**src/rtl/dpoll_pkg.sv**
```systemverilog
package dpoll_pkg;
  localparam int unsigned DP_BYTE_W   = 8;
  localparam int unsigned DP_TRUE_BIT = 7;
  localparam int unsigned DP_TOUT_BIT = 5;

  typedef logic [DP_BYTE_W-1:0] dp_byte_t;

  typedef enum logic [1:0] {
    DP_IDLE  = 2'd0,
    DP_POLL  = 2'd1,
    DP_RECHK = 2'd2,
    DP_FINAL = 2'd3
  } dp_phase_e;

  // bit 7 shows the true datum once the operation is over
  function automatic logic dp_bit7_true(input dp_byte_t b, input logic exp_bit);
    return b[DP_TRUE_BIT] == exp_bit;
  endfunction

  // bit 5 flags that the device's internal limit was exceeded
  function automatic logic dp_dev_tout(input dp_byte_t b);
    return b[DP_TOUT_BIT];
  endfunction

  function automatic logic dp_limit_hit(input logic [31:0] cnt, input logic [31:0] lim);
    return cnt >= lim;
  endfunction
endpackage

```
**src/rtl/dpoll_fsm.sv**
```systemverilog
module dpoll_fsm
  import dpoll_pkg::*;
#(
  parameter int unsigned ADDR_W = 21
) (
  input  logic              clk,
  input  logic              rst_n,
  input  logic              start_i,
  input  logic              expect_i,
  input  logic [ADDR_W-1:0] addr_i,
  input  logic              ack_i,
  input  dp_byte_t          data_i,
  input  logic              expired_i,
  output dp_phase_e         phase_o,
  output logic              rd_req_o,
  output logic [ADDR_W-1:0] rd_addr_o,
  output logic              accept_o,
  output logic              ack_o,
  output logic              match_o,
  output logic              pass_ev_o,
  output logic              fail_ev_o
);
  dp_phase_e         ph_q, ph_d;
  logic              exp_q;
  logic [ADDR_W-1:0] addr_q;
  logic              tflag;

  assign rd_req_o  = (ph_q != DP_IDLE);
  assign rd_addr_o = addr_q;
  assign phase_o   = ph_q;
  assign accept_o  = (ph_q == DP_IDLE) && start_i;
  assign ack_o     = rd_req_o && ack_i;
  assign match_o   = dp_bit7_true(data_i, exp_q);
  assign tflag     = dp_dev_tout(data_i);

  always_comb begin
    ph_d = ph_q;
    case (ph_q)
      DP_IDLE:  if (start_i) ph_d = DP_POLL;
      DP_POLL: begin
        if (ack_o) begin
          if (match_o)    ph_d = DP_FINAL;
          else if (tflag) ph_d = DP_RECHK;
        end else if (expired_i) begin
          ph_d = DP_IDLE;
        end
      end
      DP_RECHK: begin
        if (ack_o)          ph_d = match_o ? DP_FINAL : DP_IDLE;
        else if (expired_i) ph_d = DP_IDLE;
      end
      DP_FINAL: if (ack_o) ph_d = DP_IDLE;
      default:  ph_d = DP_IDLE;
    endcase
  end

  assign pass_ev_o = (ph_q == DP_FINAL) && ack_o;
  assign fail_ev_o = ((ph_q == DP_RECHK) && ack_o && !match_o) || expired_i;

  always_ff @(posedge clk or negedge rst_n) begin
    if (!rst_n) begin
      ph_q   <= DP_IDLE;
      exp_q  <= 1'b0;
      addr_q <= '0;
    end else begin
      ph_q <= ph_d;
      if (accept_o) begin
        exp_q  <= expect_i;
        addr_q <= addr_i;
      end
    end
  end
endmodule

```
**config.mk**
```make
export PLATFORM = sky130hd
export DESIGN_NAME = dpoll_fsm
export DESIGN_NICKNAME = d
export VERILOG_FILES = /design/src/rtl/dpoll_pkg.sv /design/src/rtl/dpoll_fsm.sv
export SDC_FILE = /design/constraint.sdc
export NUM_CORES = 1
export LEC_CHECK = 0
export BUFFER_PORTS_ARGS = -buffer_cell sky130_fd_sc_hd__buf_2
export CAP_MARGIN = 10
export CORE_ASPECT_RATIO = 1.4
export CORE_MARGIN = 4
export CORE_UTILIZATION = 39
export DETAILED_ROUTE_END_ITERATION = 10
export GPL_TIMING_DRIVEN = 0
export PLACE_DENSITY = 0.72
export SLEW_MARGIN = 20
export SYNTH_ARGS = -nofsm -noshare
export SYNTH_HDL_FRONTEND = slang
export SYNTH_SLANG_ARGS = --single-unit
```
**constraint.sdc**
```tcl
create_clock -name clk -period 1.5 [get_ports clk]
set_input_delay 0.15 -clock clk [delete_from_list [all_inputs] [get_ports clk]]
set_output_delay 0.15 -clock clk [all_outputs]
set_load 0.01 [all_outputs]
```
==> results.yml <==
detailed_routing:
  remaining_drc_errors: 0
  routed_via_density: 4.62
  routed_wl_mm: 2.47
  num_vias: 818
  first_iter_violations: 18
  ant_nets: 0
  first_pass_iters: 2
  wl_per_cell_um: 13.9
yosys:
  syn_inst: 73
  synth_top_area_cell: "dfrtp_1"
  yosys_warnings: 0
  yosys.area.top_type_share_pct: 52.7
  avgSynthCellArea_um2: 15.6
  syn_area_um2: 1140
  ys_ff_latch: 24
  synth_top_family_by_area: "multiplexers"
  synth.area.mux_share_pct: 28.0
  synth_nets: 108
  synthSimpleGateAreaFrac_pct: 5.49
  synthXorXnorAreaFrac_pct: 1.54
  yosysSeqAreaShare_pct: 52.7
  yosys-top-cells-area: "dfrtp_1 (53%), mux2_4 (25%), buf_12 (3.5%), mux2_2 (3.0%), buf_6 (2.0%)"
  synthAdderAreaFrac_pct: 0
  synth-compound-area-share_pct: 5.16
  ys_types: 21
setup_path:
  reg2reg_slack_ps: 2
  critical_path.startpoint: "phase_o[1]$_DFFE_PN0P_"
  critical_path.max_stage_delay_ps: 420
  reg2reg_from: "phase_o[1]$_DFFE_PN0P_"
  start_kind: "flip-flop"
  critPathArrivalTime_ps: 1700
  crit_required_ps: 1700
  worstSetupPathType: "flip-flop to flip-flop"
  slowest_stage: "dfrtp_1"
  critical_path.top_delay_family: "flip-flops"
  critPathMaxFanout: 10
  rr_worst_depth: 5
  endpoint_kind: "flip-flop"
  crit_chain: "or2_4, nor2_8, buf_6, buf_12, mux2_4"
  reg2reg_to: "rd_addr_o[5]$_DFFE_PN0P_"
  crit_buf_inv: 2
timing:
  rsz0062_at_grt: "true"
  post-route-period-util_pct: 99.9
  relSlewSlack_pct: 64.9
  min_period_ps: 1500
  finalClockSkew_ps: 1.77
  fmax_mhz: 668
  hold_violations: 0
  setup_tns_ps: 0
  tightest_slew_ps: 526
  finalSetupViolCount: 0
  slew_viol_final: 0
placement:
  hpwl_mm: 1.78
  globalplace.congestion: 0.687
  post-place-cells: 165
  port_buffers: 56
global_routing:
  grtUsageTotal_pct: 13.8
  overflow: 0
  grt_max_degree: 25
  grt_pass1_wl_mm: 4.00
  grt_pass1_vias: 888
  antenna_found_initial: 0
cts:
  numCtsBuffers: 3
  htreeDepth: 1
  clock_sinks: 24
  insertion_delay_ps: 300
  cts.clk_slew.worst_paths_ps: 130
  cts-root-buf: "clkbuf_4"
  cts_tree: "built"
  cts.path.max_buffers: 2
floorplanning:
  boundaryPins: 64
  fp-row-count: 22
  coreArea_um2: 2730
  die_x_um: 53.7
  die_area_um2: 3860
  initial_core_util_pct: 41.8
  fp.dieH_um: 72.0
status:
  outcome: "finished clean"
power:
  power.density_nw_per_um2: 2080
  leakagePower_nw: 0.834
  total_power_mw: 3.31
  peakVddDrop_uv: 967
final_layout:
  drive_above_1_share_pct: 70.2
  multiInputGateArea_um2: 465
  finalNonFillerCells: 177
  num-nets-final: 177
  final_common_cell: "buf_2"
  num-fill-cells: 236
  regArea_um2: 601
  diodes: 0
  mostFrequentLayoutCells: "buf_2 (54), dfrtp_1 (24), mux2_4 (19), buf_4 (6)"
  area_growth_pct: 39.6
hold_path:
  whs_endpoint: "rd_addr_o[9]$_DFFE_PN0P_"
  hp-start: "addr_i[9]"
  hold_depth: 2
  worstHoldPathType: "input pin to flip-flop"
job:
  cap_violations: 0
-- worst max path at each step --
stage | end | slack, ps | depth (start not counted)
finish | rd_addr_o[5]$_DFFE_PN0P_ | 2 | 5
global route | accept_o | -50 | 4
CTS | rd_addr_o[5]$_DFFE_PN0P_ | -120 | 6
detailed placement | rd_addr_o[5]$_DFFE_PN0P_ | -40 | 5
global placement | rd_addr_o[5]$_DFFE_PN0P_ | -10 | 5
floorplan | exp_q$_DFFE_PN0P_ | -40 | 5
-- cells by family (layout without fill, tap and decap cells) --
family | count (synthesis) | after routing
flip-flops | 24 | 24
buffers and inverters | 9 | 77
multiplexers | 22 | 22
XOR/XNOR | 2 | 2
AO/OA/AOI/OAI | 9 | 9
AND/OR/NAND/NOR | 7 | 7
-- sequential cells by signal, summed over array words and instances (netlist names) --
name,cells
exp_q,1
phase_o,2
rd_addr_o,21
-- layout make-up --
class	count	area share, %
inverters	4	0.943
flip-flops and latches	24	37.7
multi-input cells	40	29.2
well taps	36	2.83
clock buffers	4	2.28
plain buffers	3	2.75
repair buffers	66	24.2
-- report_power, final --
group | leakage (nW) | switching (mW) | total (mW) | internal, mW
combinational | 0.530 | 0.738 | 1.81 | 1.07
sequential | 0.283 | 0.186 | 1.16 | 0.976
clock | 0.0210 | 0.184 | 0.332 | 0.148
-- Yosys cell counts --
| cell | instances |
|---|---|
| mux2_4 | 19 |
| o211ai_1 | 1 |
| nand3_1 | 1 |
| nor2_8 | 1 |
| xor2_1 | 2 |
| and3_2 | 1 |
| buf_6 | 2 |
| o21ai_0 | 2 |
| buf_12 | 2 |
| nor2_1 | 1 |
| and2_2 | 1 |
| o22ai_1 | 1 |
| inv_1 | 4 |
| o31ai_1 | 2 |
| or2_4 | 1 |
| mux2_2 | 3 |
| and3b_2 | 1 |
| clkbuf_1 | 1 |
| o21a_1 | 1 |
| dfrtp_1 | 24 |
| a31oi_1 | 2 |
-- per-layer routing --
layer / vias to the layer above / wire length (µm) / track usage, %
met2: 29 / 1350 / 25.3
met3: 2 / 157 / 2.05
li1: 389 / - / -
met5: - / 0 / 0
met4: 0 / 16 / 5.11
met1: 398 / 942 / 15.4
-- what timing repair did --
action / CTS / global route
pin swaps: 3 / 2
hold buffers: 1 / 0
endpoints found under the setup margin: 22 / 26
endpoints found under the hold margin: 24 / 0
buffers inserted: 7 / 2
resized for setup: 7 / 0
-- worst reg2reg max path, stage by stage (launching register included) --
cell     delay (ps)
dfrtp_1         420
or2_4           290
nor2_8          110
buf_6           130
buf_12          140
mux2_4          310
-- per-stage QoR --
stage / hold WS (ps) / util (%) / setup WS, ps / area (µm²)
CTS: 42.6 / 58.7 / -117 / 1600
detailed placement: 165 / 53.8 / -36.5 / 1470
global route: 42.2 / 58.4 / -52.8 / 1590
finish: 62.3 / 58.4 / 2.07 / 1590
floorplan: -146 / - / -39.5 / 1140
global placement: 149 / 53.8 / -13.9 / 1470
(Power assumes the default switching activity.)
